$ cat config.mk
export PLATFORM = sky130hd
export DESIGN_NAME = npc_unit
export DESIGN_NICKNAME = d
export VERILOG_FILES = /design/src/rtl/npc_pkg.sv /design/src/rtl/npc_incr.sv /design/src/rtl/npc_target.sv /design/src/rtl/npc_slot_tracker.sv /design/src/rtl/npc_unit.sv
export SDC_FILE = /design/constraint.sdc
export NUM_CORES = 1
export LEC_CHECK = 0
export ABC_AREA = 1
export BUFFER_PORTS_ARGS = -buffer_cell sky130_fd_sc_hd__buf_2
export CAP_MARGIN = 0
export CORE_ASPECT_RATIO = 0.7
export CORE_MARGIN = 2
export CORE_UTILIZATION = 57
export DETAILED_ROUTE_END_ITERATION = 12
export GPL_TIMING_DRIVEN = 0
export PLACE_DENSITY = 0.85
export SKIP_CTS_REPAIR_TIMING = 1
export SLEW_MARGIN = 5
export SYNTH_ARGS = -nofsm -noshare
export SYNTH_HDL_FRONTEND = slang
export SYNTH_HIERARCHICAL = 1
export SYNTH_SLANG_ARGS = --single-unit
$ cat constraint.sdc
create_clock -name clk -period 4.3 [get_ports clk]
set_input_delay 0 -clock clk [delete_from_list [all_inputs] [get_ports clk]]
set_output_delay 0 -clock clk [all_outputs]
set_load 0.02 [all_outputs]
$ cat src/rtl/npc_pkg.sv
package npc_pkg;
   typedef enum logic [1:0] {
      CC_SEQ = 2'd0,
      CC_JMP = 2'd1,
      CC_JAL = 2'd2,
      CC_JR  = 2'd3
   } ctl_class_e;

   localparam int unsigned CLASS_W = 2;
endpackage

$ cat src/rtl/npc_incr.sv
// Two chained fixed-step adders: fetch increment and link increment.
module npc_incr #(
   parameter int unsigned ADDR_W = 32,
   parameter int unsigned STEP   = 4
) (
   input  logic [ADDR_W-1:0] pc_i,
   output logic [ADDR_W-1:0] seq_o,
   output logic [ADDR_W-1:0] link_o
);
   localparam logic [ADDR_W-1:0] STEP_V = ADDR_W'(STEP);

   assign seq_o  = pc_i + STEP_V;
   assign link_o = seq_o + STEP_V;
endmodule

$ cat src/rtl/npc_target.sv
// Forms the redirect address for absolute and register jumps.
module npc_target #(
   parameter int unsigned ADDR_W      = 32,
   parameter int unsigned IDX_W       = 26,
   parameter bit          ALIGN_CHECK = 1'b1
) (
   input  logic [ADDR_W-1:0] slot_addr_i,
   input  logic [IDX_W-1:0]  jidx_i,
   input  logic [ADDR_W-1:0] rs_val_i,
   input  logic              use_reg_i,
   input  logic              reg_valid_i,
   output logic [ADDR_W-1:0] target_o,
   output logic              align_err_o
);
   localparam int unsigned REGION_W = ADDR_W - IDX_W - 2;

   logic [ADDR_W-1:0] abs_tgt;

   assign abs_tgt  = {slot_addr_i[ADDR_W-1 -: REGION_W], jidx_i, 2'b00};
   assign target_o = use_reg_i ? rs_val_i : abs_tgt;

   generate
      if (ALIGN_CHECK) begin : g_align
         assign align_err_o = reg_valid_i & (|rs_val_i[1:0]);
      end else begin : g_no_align
         assign align_err_o = 1'b0;
      end
   endgenerate
endmodule

$ cat src/rtl/npc_slot_tracker.sv
// Holds the fetch address, the delay-slot flag and the pending target.
module npc_slot_tracker #(
   parameter int unsigned       ADDR_W    = 32,
   parameter logic [ADDR_W-1:0] RESET_VEC = '0
) (
   input  logic              clk,
   input  logic              rst_n,
   input  logic              redirect_i,
   input  logic [ADDR_W-1:0] redirect_tgt_i,
   input  logic [ADDR_W-1:0] seq_pc_i,
   output logic [ADDR_W-1:0] pc_o,
   output logic [ADDR_W-1:0] npc_o,
   output logic              in_slot_o
);
   logic [ADDR_W-1:0] pend_tgt_q;

   assign npc_o = in_slot_o ? pend_tgt_q : seq_pc_i;

   always_ff @(posedge clk or negedge rst_n) begin
      if (!rst_n) begin
         pc_o       <= RESET_VEC;
         in_slot_o  <= 1'b0;
         pend_tgt_q <= '0;
      end else begin
         pc_o      <= npc_o;
         in_slot_o <= redirect_i;
         if (redirect_i) begin
            pend_tgt_q <= redirect_tgt_i;
         end
      end
   end
endmodule

$ cat src/rtl/npc_unit.sv
module npc_unit #(
   parameter int unsigned       ADDR_W      = 32,
   parameter int unsigned       IDX_W       = 26,
   parameter int unsigned       INSN_BYTES  = 4,
   parameter int unsigned       REG_IDX_W   = 5,
   parameter int unsigned       LINK_REG    = 31,
   parameter bit                ALIGN_CHECK = 1'b1,
   parameter logic [ADDR_W-1:0] RESET_VEC   = 32'hBFC0_0000
) (
   input  logic                 clk,
   input  logic                 rst_n,
   input  logic [1:0]           ctl_class_i,
   input  logic [IDX_W-1:0]     jidx_i,
   input  logic [ADDR_W-1:0]    rs_val_i,
   output logic [ADDR_W-1:0]    pc_o,
   output logic [ADDR_W-1:0]    npc_o,
   output logic                 link_we_o,
   output logic [REG_IDX_W-1:0] link_addr_o,
   output logic [ADDR_W-1:0]    link_val_o,
   output logic                 in_slot_o,
   output logic                 align_err_o
);
   import npc_pkg::*;

   localparam int unsigned REGION_W = ADDR_W - IDX_W - 2;

   if (IDX_W + 2 >= ADDR_W) begin : g_bad_idx
      $error("npc_unit: IDX_W leaves no region bits");
   end
   if (INSN_BYTES != 4) begin : g_bad_step
      $error("npc_unit: only 4-byte instructions are supported");
   end
   if (LINK_REG >= (1 << REG_IDX_W)) begin : g_bad_link
      $error("npc_unit: LINK_REG does not fit REG_IDX_W");
   end
   if (RESET_VEC[1:0] != 2'b00) begin : g_bad_vec
      $error("npc_unit: RESET_VEC must be word aligned");
   end

   ctl_class_e        cls;
   logic              honored;
   logic              redirect;
   logic              is_link;
   logic              is_reg;
   logic [ADDR_W-1:0] seq_pc;
   logic [ADDR_W-1:0] link_pc;
   logic [ADDR_W-1:0] tgt;
   logic              aerr;

   assign cls      = ctl_class_e'(ctl_class_i);
   assign honored  = rst_n & ~in_slot_o;
   assign redirect = honored & (cls != CC_SEQ);
   assign is_link  = honored & (cls == CC_JAL);
   assign is_reg   = honored & (cls == CC_JR);

   npc_incr #(
      .ADDR_W (ADDR_W),
      .STEP   (INSN_BYTES)
   ) u_incr (
      .pc_i   (pc_o),
      .seq_o  (seq_pc),
      .link_o (link_pc)
   );

   npc_target #(
      .ADDR_W      (ADDR_W),
      .IDX_W       (IDX_W),
      .ALIGN_CHECK (ALIGN_CHECK)
   ) u_target (
      .slot_addr_i (seq_pc),
      .jidx_i      (jidx_i),
      .rs_val_i    (rs_val_i),
      .use_reg_i   (cls == CC_JR),
      .reg_valid_i (is_reg),
      .target_o    (tgt),
      .align_err_o (aerr)
   );

   npc_slot_tracker #(
      .ADDR_W    (ADDR_W),
      .RESET_VEC (RESET_VEC)
   ) u_track (
      .clk            (clk),
      .rst_n          (rst_n),
      .redirect_i     (redirect),
      .redirect_tgt_i (tgt),
      .seq_pc_i       (seq_pc),
      .pc_o           (pc_o),
      .npc_o          (npc_o),
      .in_slot_o      (in_slot_o)
   );

   assign link_we_o   = is_link;
   assign link_addr_o = REG_IDX_W'(LINK_REG);
   assign link_val_o  = link_pc;
   assign align_err_o = aerr;
endmodule

==> metrics.yaml, run 1 <==
routing:
  wl_per_cell_um: 13.94
  antenna_left: 0
  routed_wl_um: 15930
  drc: 0
  num_vias: 5773
  vias_per_cell: 5.051
  drt-initial-drc-count: 492
  drt_pass1_iterations: 6
cts:
  cts_tree: "done"
  clkLatencyLatePin_ps: 330
  clock-sinks: 65
  clk_pin_slew_ps: 60
  cts_root_buf: "clkbuf_16"
  cts_max_path_buffers: 2
  h-tree-depth: 3
  cts_buffers: 9
power_and_ir_drop:
  p_leak_nw: 3.907
  p_total_mw: 3.113
  ir_drop_v: 0.0002601
  p_per_area_nw_per_um2: 458.8
global_routing:
  grt_pass1_vias: 5119
  grt_antenna_before_repair: 0
  track_usage_pct: 31.00
  gr-total-overflow: 0
  grt_start_max_net_pins: 67
  grt_pass1_wl_um: 24850
synthesis:
  netlist_area_um2: 5363
  ys_types: 34
  syn_inst: 826
  yosysSeqAreaShare_pct: 30.54
  synth-main-ff-cell: "dfrtp_1"
  yosysWarningCount: 6
  synth-seq-cells: 65
  synth_enable_flop_cells: 0
  async_reset_ff_share_pct: 100.0
  synth.avg_cell_area_um2: 6.492
hold_path:
  whs_endpoint: "u_track/pend_tgt_q[22]"
  hold_class: "input pin to flop"
  holdCritStartpoint: "jidx_i[20]"
  timing.hold.worst_path_depth: 5
critical_path:
  r2r_slack_ps: 2180
  cp_top_family: "simple AND/OR/NAND/NOR gates"
  timing.critical_path.mode_cell: "nand2_1"
  cp_max_fo: 8
  cp-end-kind: "primary output"
  crit_arrival_ps: 3050
  cpMaxStageDelayCell: "dfrtp_1"
  required_ps: 4300
  critical_path_class: "flop to primary output"
  path_buf_inv: 1
  cp-start-kind: "flop"
  max_stage_delay_ps: 500
  rr_startpoint: "u_track/pc_o[2]"
  cp_cell_sequence: "ha_1 > nand2_1 > nor2_4 > nand2_1 > nand2_1 > nand2_1 > nor2_1 > nand3_1 > nor3_1 > nand3_1 > nand2_1 > nand2_1 > buf_2"
  r2r_end: "u_track/pend_tgt_q[28]"
  rr_worst_depth: 12
sta:
  fin_crit_sh_pct: 70.97
  fin_tns_setup_ps: 0
  slew_viol_final: 0
  hold_viol_final: 25
  rsz0062_at_grt: "no"
  whs_ps: -41.27
  tightest_slew_ps: 827.4
  period_minus_slack_ps: 3052
  finClkSkew_ps: 4.969
  slew_headroom_pct: 44.84
  max_freq_ghz: 0.3277
  finalSetupViolations: 0
run_status:
  status: "finished, violations left"
  violations: "hold timing"
run:
  cap_violations: 0
final_layout:
  drive_above_1_share_pct: 31.21
  nets: 1079
  syn2layout_area_growth_pct: 26.53
  fill_cells: 739
  diodes: 0
  utilization_pct: 74.50
placed_design:
  hpwl_um: 12220
  gp_congestion: 0.9283
  port_buffers: 160
floorplanning:
  coreArea_um2: 9107
  die_area_um2: 10210
  initial_utilization_pct: 58.88
  rows: 29
  fp.dieH_um: 85.15
  die_w_um: 119.9
  ios: 166
[cell usage after synthesis (10+ instances only)]
master	instances	area share, %
nand2_1	411	29
inv_1	70	4.9
nor2_1	68	4.8
dfrtp_1	56	26
nand2_2	50	5.8
nand3_1	35	3.3
xor2_1	16	2.6
buf_6	14	2.9
nor2_2	13	1.5
buf_4	12	1.7
inv_2	10	0.70
nor2_4	10	2.1
[worst max-delay path by stage]
stage | cells after the start | end | startpoint | slack, ps
final | 13 | link_val_o[27] | u_track/pc_o[2] | 1250
after global routing | 14 | link_val_o[23] | u_track/pc_o[2] | 1120
after detailed placement | 12 | link_val_o[19] | u_track/pc_o[2] | 1710
after global placement | 11 | link_val_o[17] | u_track/pc_o[2] | 1750
after floorplan | 11 | link_val_o[21] | u_track/pc_o[2] | 1900
after CTS | 13 | link_val_o[17] | u_track/pc_o[2] | 1340
[power by group]
part           internal, mW  switching (mW)  total [mW]  leakage, nW
Combinational         0.451           0.954        1.40         2.95
Clock                 0.509           0.277       0.786        0.153
Sequential            0.756           0.166       0.922        0.804
Total                  1.72            1.40        3.11         3.91
[kinds of logic after synthesis]
logic type      share of synthesized area (%)
xor+xnor                                4.690
fa+ha+maj                              0.7000
simple gates                            50.49
other cells                           0.06993
compound gates                          1.073
flops                                   30.54
buf+inv                                 12.44
[worst reg2reg max path, delay by kind of cell (launching register included)]
kind	cells	cell delay, ps
adders and majority gates	1	240
buffers and inverters	1	110
DFF	1	500
and+or+nand+nor	10	1150
[per-stage QoR]
step                hold WS (ps)  area (um2)  setup slack (ps)  instances
global route               2.152        6785              1121       1143
detailed placement         147.6        6336              1709       1114
floorplan                 -295.6        5378              1896        830
global placement           295.7        6334              1754       1114
finish                    -41.27        6785              1248       1143
CTS                       -206.7        6655              1340       1130
[cell type report]
| class | count | area [um2] | area share, % |
|---|---|---|---|
| Multi-Input combinational cell | 651 | 3073 | 45.29 |
| Sequential cell | 65 | 1638 | 24.14 |
| Timing Repair Buffer | 173 | 933.4 | 13.76 |
| Buffer | 31 | 335.3 | 4.942 |
| Inverter | 83 | 331.6 | 4.887 |
| Clock buffer | 10 | 229.0 | 3.375 |
| Tap cell | 124 | 155.1 | 2.287 |
| Clock inverter | 6 | 90.09 | 1.328 |
[sequential cells by signal, indices dropped and copies added, names as in the netlist]
signal and count:
u_track/in_slot_o 1, u_track/pc_o 32, u_track/pend_tgt_q 32
[metal layers]
layer  vias to the layer above  wire length, um  GRT usage (%)
met2                       300             7231          49.79
met5                         -                0              0
li1                       2835                -              -
met3                        38             1560          6.048
met1                      2600             6749          43.12
met4                         0              393          8.342
[layout by cell type (no fill, tap or decap), types with 2 or more instances in the layout]
cell type,netlist,layout
a21oi_1,2,2
and2_1,2,2
buf_12,3,3
buf_2,0,159
buf_4,12,13
buf_6,14,14
bufinv_16,0,2
clkbuf_16,0,9
clkbuf_8,2,2
conb_1,1,5
dfrtp_1,56,56
dfstp_2,9,9
dlygate4sd3_1,0,13
ha_1,3,3
inv_1,70,70
inv_2,10,10
inv_6,1,2
inv_8,2,2
nand2_1,411,411
nand2_2,50,50
nand2_4,6,6
nand3_1,35,35
nand4_1,6,6
nor2_1,68,68
nor2_2,13,13
nor2_4,10,10
nor2_8,3,3
nor3_1,4,4
o21ai_0,4,4
o21bai_2,2,2
xnor2_1,4,4
xnor2_2,2,2
xor2_1,16,16
Power figures use the tool's default switching activity.
==> run 2: changes to the inputs <==
--- a/config.mk
+++ b/config.mk
@@ -5,15 +5,15 @@
 export SDC_FILE = /design/constraint.sdc
 export NUM_CORES = 1
 export LEC_CHECK = 0
-export ABC_AREA = 1
+export ABC_AREA = 0
 export BUFFER_PORTS_ARGS = -buffer_cell sky130_fd_sc_hd__buf_2
 export CAP_MARGIN = 0
 export CORE_ASPECT_RATIO = 0.7
 export CORE_MARGIN = 2
-export CORE_UTILIZATION = 57
+export CORE_UTILIZATION = 51
 export DETAILED_ROUTE_END_ITERATION = 12
 export GPL_TIMING_DRIVEN = 0
-export PLACE_DENSITY = 0.85
+export PLACE_DENSITY = 0.78
 export SKIP_CTS_REPAIR_TIMING = 1
 export SLEW_MARGIN = 5
 export SYNTH_ARGS = -nofsm -noshare
==> constraint.sdc (replaced) <==
create_clock -name clk -period 2.9 [get_ports clk]
set_input_delay 0 -clock clk [delete_from_list [all_inputs] [get_ports clk]]
set_output_delay 0 -clock clk [all_outputs]
set_load 0.02 [all_outputs]
==> metrics.yaml, run 2 <==
cts:
  clk_pin_slew_ps: 60  # about the same
  cts_root_buf: "clkbuf_16"  # unchanged
  h-tree-depth: 3  # unchanged
  clock-sinks: 65  # unchanged
  cts_buffers: 9  # unchanged
  cts_tree: "done"  # unchanged
  clkLatencyLatePin_ps: 330  # about the same
  cts_max_path_buffers: 2  # unchanged
synthesis:
  ys_types: 65  # was 34
  synth-seq-cells: 65  # unchanged
  yosysSeqAreaShare_pct: 33.62  # was 30.54%
  syn_inst: 393  # was 826
  synth_area_leaders: "dfrtp_1, mux2_4, xnor2_1"  # was nand2_1, dfrtp_1, nand2_2
  synth_most_common_cell: "mux2_4"  # was nand2_1
  synth_enable_flop_cells: 0  # unchanged
  async_reset_ff_share_pct: 100.0  # unchanged
  netlist_area_um2: 4871  # was 5363 um2
  synth.avg_cell_area_um2: 12.39  # was 6.492 um2
  yosysTopAreaCell: "dfrtp_1"  # was nand2_1
  yosysWarningCount: 6  # unchanged
  synth-main-ff-cell: "dfrtp_1"  # unchanged
  synth_top_area_share_pct: 28.77  # about the same
  synthTopCellsByCount: "mux2_4, dfrtp_1, xnor2_1"  # was nand2_1, inv_1, nor2_1
final_layout:
  fill_cells: 658  # was 739
  nets: 663  # was 1079
  diodes: 0  # unchanged
  largestRegisters: "u_track/pc_o: 32 flops, u_track/pend_tgt_q: 32 flops, u_track/in_slot_o: 1 flops"  # unchanged
  drive_above_1_share_pct: 69.15  # was 31.21%
  final_cell_mix: "buf_2, mux2_4, buf_4, dfrtp_1, xnor2_1"  # was nand2_1, buf_2, inv_1, nor2_1, dfrtp_1
  syn2layout_area_growth_pct: 39.48  # was 26.53%
  final_common_cell: "buf_2"  # was nand2_1
  final_area_um2: 6794  # was 6785 um2
floorplanning:
  ios: 166  # unchanged
  coreArea_um2: 9180  # was 9107 um2
  fp.dieH_um: 85.77  # was 85.15 um
  die_area_um2: 10360  # was 10210 um2
  rows: 29  # unchanged
  initial_utilization_pct: 53.06  # was 58.88%
  die_w_um: 120.8  # was 119.9 um
routing:
  routed_wl_um: 12920  # was 15930 um
  drc: 0  # unchanged
  antenna_left: 0  # unchanged
  drt_pass1_iterations: 4  # was 6
  vias_per_cell: 5.315  # was 5.051
  wl_per_cell_um: 17.76  # was 13.94 um
  drt-initial-drc-count: 123  # was 492
  num_vias: 3864  # was 5773
critical_path:
  cp-start-kind: "flop"  # unchanged
  required_ps: 2900  # was 4300 ps
  rr_startpoint: "u_track/pc_o[3]"  # was u_track/pc_o[2]
  cp_max_fo: 6  # was 8
  cp-end-kind: "primary output"  # unchanged
  crit_arrival_ps: 3130  # was 3050 ps
  r2r_end: "u_track/pend_tgt_q[29]"  # was u_track/pend_tgt_q[28]
  r2r_slack_ps: 370  # was 2180 ps
  critical_path_class: "flop to primary output"  # unchanged
  rr_worst_depth: 9  # was 12
hold_path:
  whs_endpoint: "u_track/in_slot_o"  # was u_track/pend_tgt_q[22]
  holdCritStartpoint: "ctl_class_i[1]"  # was jidx_i[20]
  hold_class: "input pin to flop"  # unchanged
  timing.hold.worst_path_depth: 3  # was 5
power_and_ir_drop:
  seqPwrFrac_pct: 26.7  # was 29.6%
  pwr-share-comb_pct: 55.3  # was 45.1%
  p_int_mw: 3.508  # was 1.716 mW
  clock_power_share_pct: 18.1  # was 25.2%
  ir_drop_v: 0.0005744  # was 0.0002601 V
  switchingPower_mw: 2.642  # was 1.397 mW
  p_leak_nw: 3.282  # was 3.907 nW
  switching_share_pct: 42.96  # was 44.88%
  p_per_area_nw_per_um2: 905.2  # was 458.8 nW/um2
sta:
  fin_tns_setup_ps: -1335  # was 0 ps
  whs_ps: -3.470  # was -41.27 ps
  layout_setup_ws_ps: -225.1  # was 1248 ps
  slew_headroom_pct: 42.62  # was 44.84%
  tightest_slew_ps: 860.7  # was 827.4 ps
  fin_crit_sh_pct: 107.8
  slew_viol_final: 0  # unchanged
  period_minus_slack_ps: 3125
  rsz0062_at_grt: "yes"  # was no
  finClkSkew_ps: 7.502  # was 4.969 ps
  hold_viol_final: 1  # was 25
  finalSetupViolations: 11  # was 0
  max_freq_ghz: 0.3200
global_routing:
  grt_pass1_vias: 3818  # was 5119
  gr-total-overflow: 0  # unchanged
  grt_antenna_before_repair: 0  # unchanged
  grt_start_max_net_pins: 67  # unchanged
  track_usage_pct: 23.81  # was 31.00%
  grt_pass1_wl_um: 19150  # was 24850 um
placed_design:
  port_buffers: 160  # unchanged
  gp_congestion: 0.8799  # was 0.9283
  dpl-instance-area_um2: 5844  # was 6336 um2
  hpwl_um: 9337  # was 12220 um
run:
  cap_violations: 0  # unchanged
run_status:
  violations: "hold timing, setup timing"  # was hold timing
  status: "finished, violations left"  # unchanged
==> run 2: power groups by stage <==
stage                     registers [mW]  logic (mW)  clock network (mW)
after CTS                           1.57        2.98                1.13
after global routing                1.69        3.60                1.17
final                               1.64        3.40                1.11
after global placement              1.56        2.92                   0
after detailed placement            1.58        2.96                   0
after floorplan                     1.72        1.93                   0
==> run 2: worst max-delay path, stage by stage, from the launching register on <==
cell,delay [ps]
dfrtp_2,420
ha_4,170
and4_1,190
buf_6,130
nand4_1,160
xor2_2,240
or4b_4,580
nor4_4,250
buf_4,180
nand3_2,110
xnor2_2,180
buf_4,160
==> run 2: per-stage QoR <==
| stage | cells | util (%) | worst slack [ps] | total power, mW |
|---|---|---|---|---|
| floorplan | 397 | - | 45.58 | 3.643 |
| global placement | 681 | 63.64 | -193.2 | 4.474 |
| detailed placement | 681 | 63.66 | -268.3 | 4.540 |
| CTS | 697 | 67.02 | -640.3 | 5.679 |
| global route | 727 | 74.01 | -359.4 | 6.460 |
| finish | 727 | 74.01 | -225.1 | 6.150 |
==> run 2: logic make-up after synthesis <==
family / after synthesis / synth area share [%]
multiplexers: 94 / 28.51
flip-flops: 65 / 33.62
adder cells (fa/ha/maj): 3 / 0.7707
buffers and inverters: 45 / 8.245
AND/OR/NAND/NOR: 111 / 15.26
AO/OA/AOI/OAI: 23 / 3.648
other: 1 / 0.07699
XOR/XNOR: 51 / 9.864
==> run 2: worst max path at each step <==
stage / cells after the start / startpoint / to
finish: 11 / u_track/pc_o[3] / link_val_o[28]
global route: 12 / u_track/pc_o[3] / link_val_o[28]
CTS: 10 / u_track/pc_o[4] / link_val_o[26]
detailed placement: 10 / u_track/pc_o[4] / link_val_o[26]
global placement: 10 / u_track/pc_o[4] / link_val_o[31]
floorplan: 9 / u_track/pc_o[4] / link_val_o[28]
==> run 2: routing by layer <==
layer	track usage [%]	part of all wire [%]	vias to the layer above	wire [um]
met3	6.184	6.0	21	780
met1	30.28	44	1893	5653
li1	-	-	1794	-
met4	8.562	2.1	0	275
met2	39.50	48	156	6206
met5	0	0	-	0
==> run 2: layout make-up <==
| class | count | area (um2) | share of cell area [%] |
|---|---|---|---|
| plain buffers | 29 | 347.8 | 5.120 |
| clock buffers | 12 | 256.5 | 3.775 |
| clock inverters | 4 | 51.30 | 0.7551 |
| inverters | 15 | 58.81 | 0.8656 |
| multi-input cells | 287 | 3182 | 46.83 |
| flip-flops and latches | 65 | 1655 | 24.36 |
| well taps | 124 | 155.1 | 2.284 |
| repair buffers | 191 | 1087 | 16.00 |
==> run 3: changes to the inputs <==
--- a/config.mk
+++ b/config.mk
@@ -6,13 +6,14 @@
 export NUM_CORES = 1
 export LEC_CHECK = 0
 export ABC_AREA = 0
-export BUFFER_PORTS_ARGS = -buffer_cell sky130_fd_sc_hd__buf_2
+export BUFFER_PORTS_ARGS = -buffer_cell sky130_fd_sc_hd__buf_4
 export CAP_MARGIN = 0
 export CORE_ASPECT_RATIO = 0.7
 export CORE_MARGIN = 2
 export CORE_UTILIZATION = 51
 export DETAILED_ROUTE_END_ITERATION = 12
 export GPL_TIMING_DRIVEN = 0
+export MAX_ROUTING_LAYER = met4
 export PLACE_DENSITY = 0.78
 export SKIP_CTS_REPAIR_TIMING = 1
 export SLEW_MARGIN = 5
==> metrics.yaml, run 3 (same netlist as run 2, synthesis figures left out) <==
run_status:
  status: "finished, violations left"  # unchanged
  violations: "hold timing, setup timing"  # unchanged
cts:
  clock-sinks: 65  # unchanged
  cts_tree: "done"  # unchanged
  clkLatencyLatePin_ps: 330  # about the same
  cts_root_buf: "clkbuf_16"  # unchanged
  h-tree-depth: 3  # unchanged
  cts_max_path_buffers: 2  # unchanged
  cts_buffers: 9  # unchanged
  clk_pin_slew_ps: 50  # was 60 ps
final_layout:
  final_area_um2: 7033  # was 6794 um2
  nets: 656  # was 663
  final_cell_mix: "buf_4, mux2_4, dfrtp_1, xnor2_1, nand3_1"  # was buf_2, mux2_4, buf_4, dfrtp_1, xnor2_1
  largestRegisters: "u_track/pc_o: 32 flops, u_track/pend_tgt_q: 32 flops, u_track/in_slot_o: 1 flops"  # unchanged
  drive_above_1_share_pct: 65.60  # was 69.15%
  syn2layout_area_growth_pct: 44.39  # was 39.48%
  final_common_cell: "buf_4"  # was buf_2
  fill_cells: 580  # was 658
  diodes: 0  # unchanged
sta:
  slew_viol_final: 0  # unchanged
  slew_headroom_pct: 41.94  # was 42.62%
  rsz0062_at_grt: "yes"  # unchanged
  period_minus_slack_ps: 3145  # was 3125 ps
  whs_ps: -7.746  # was -3.470 ps
  fin_crit_sh_pct: 108.4  # was 107.8%
  finalSetupViolations: 13  # was 11
  hold_viol_final: 1  # unchanged
  finClkSkew_ps: 6.436  # was 7.502 ps
  tightest_slew_ps: 870.9  # was 860.7 ps
  max_freq_ghz: 0.3180  # was 0.3200 GHz
  layout_setup_ws_ps: -244.8  # was -225.1 ps
global_routing:
  grt_start_max_net_pins: 67  # unchanged
  grt_antenna_before_repair: 0  # unchanged
  grt_pass1_vias: 3874  # was 3818
  gr-total-overflow: 0  # unchanged
  grt_pass1_wl_um: 19670  # was 19150 um
  track_usage_pct: 25.16  # was 23.81%
power_and_ir_drop:
  p_total_mw: 6.432  # was 6.150 mW
  p_per_area_nw_per_um2: 914.5  # was 905.2 nW/um2
  p_leak_nw: 3.314  # was 3.282 nW
  ir_drop_v: 0.0007278  # was 0.0005744 V
hold_path:
  holdCritStartpoint: "ctl_class_i[0]"  # was ctl_class_i[1]
  whs_endpoint: "u_track/in_slot_o"  # unchanged
  hold_class: "input pin to flop"  # unchanged
  timing.hold.worst_path_depth: 3  # unchanged
routing:
  num_vias: 3865  # was 3864
  routed_wl_um: 13300  # was 12920 um
  wl_per_cell_um: 18.47  # was 17.76 um
  antenna_left: 0  # unchanged
  drc: 0  # unchanged
  drt_pass1_iterations: 4  # unchanged
  drt-initial-drc-count: 201  # was 123
  vias_per_cell: 5.368  # was 5.315
critical_path:
  r2r_end: "u_track/pend_tgt_q[29]"  # unchanged
  required_ps: 2900  # about the same
  cp_max_fo: 5  # was 6
  crit_arrival_ps: 3140  # was 3130 ps
  cp-end-kind: "primary output"  # unchanged
  rr_startpoint: "u_track/pc_o[11]"  # was u_track/pc_o[3]
  rr_worst_depth: 9  # unchanged
  crit_path_start: "u_track/pc_o[3]"  # unchanged
  critical_path_class: "flop to primary output"  # unchanged
  r2r_slack_ps: 380  # was 370 ps
  cp-start-kind: "flop"  # unchanged
placed_design:
  port_buffers: 160  # unchanged
  hpwl_um: 9423  # was 9337 um
  pre_cts_ws_ps: -218.5  # was -268.3 ps
  dpl-instance-area_um2: 6242  # was 5844 um2
  gp_congestion: 0.8847  # was 0.8799
floorplanning:
  initial_utilization_pct: 53.06  # unchanged
  ios: 166  # unchanged
  fp.dieH_um: 85.77  # unchanged
  rows: 29  # unchanged
  die_area_um2: 10360  # unchanged
  die_w_um: 120.8  # unchanged
  coreArea_um2: 9180  # unchanged
run:
  cap_violations: 0  # unchanged
[run 3: per-layer routing]
| layer | track usage [%] | wire length (um) | vias to the layer above |
|---|---|---|---|
| met2 | 39.80 | 6642 | 145 |
| li1 | - | - | 1784 |
| met3 | 5.652 | 807 | 18 |
| met1 | 32.67 | 5651 | 1918 |
| met5 | - | 0 | - |
| met4 | 7.188 | 195 | 0 |
[run 3: how the worst max path moves through the flow]
stage                           to  depth (start not counted)
finish              link_val_o[28]                         11
global route        link_val_o[28]                         13
CTS                 link_val_o[30]                         10
detailed placement  link_val_o[26]                         10
global placement    link_val_o[31]                         10
floorplan           link_val_o[28]                          9
[run 3: where the power goes]
| group | internal [mW] | leakage (nW) | switching [mW] |
|---|---|---|---|
| clock | 0.800 | 0.157 | 0.384 |
| sequential | 1.23 | 0.754 | 0.399 |
| combinational | 1.77 | 2.40 | 1.85 |
| total | 3.80 | 3.31 | 2.63 |
[run 3: stage by stage]
step	util [%]	std cells	TNS (ps)
floorplan	-	397	0
global placement	68.00	681	-1230
detailed placement	68.00	681	-1914
CTS	71.53	697	-9702
global route	76.61	720	-3475
finish	76.61	720	-1663
[run 3: final cells by class]
class | instances | area [um2] | share of cell area (%)
clock buffer | 14 | 264.0 | 3.754
timing repair buffer | 184 | 1411 | 20.07
clock inverter | 2 | 60.06 | 0.8539
inverter | 15 | 56.30 | 0.8006
tap | 124 | 155.1 | 2.206
multi-input combinational | 287 | 3094 | 44.00
sequential | 65 | 1648 | 23.43
buffer | 29 | 344.1 | 4.892
[run 3: worst max-delay path, cell delays in order, from the launching register on]
cell,delay (ps)
dfrtp_2,430
ha_4,190
and4_1,200
buf_6,140
nand4_1,160
xor2_2,250
or4b_4,580
nor4_4,240
buf_4,180
nand3_2,100
xnor2_2,180
buf_4,160
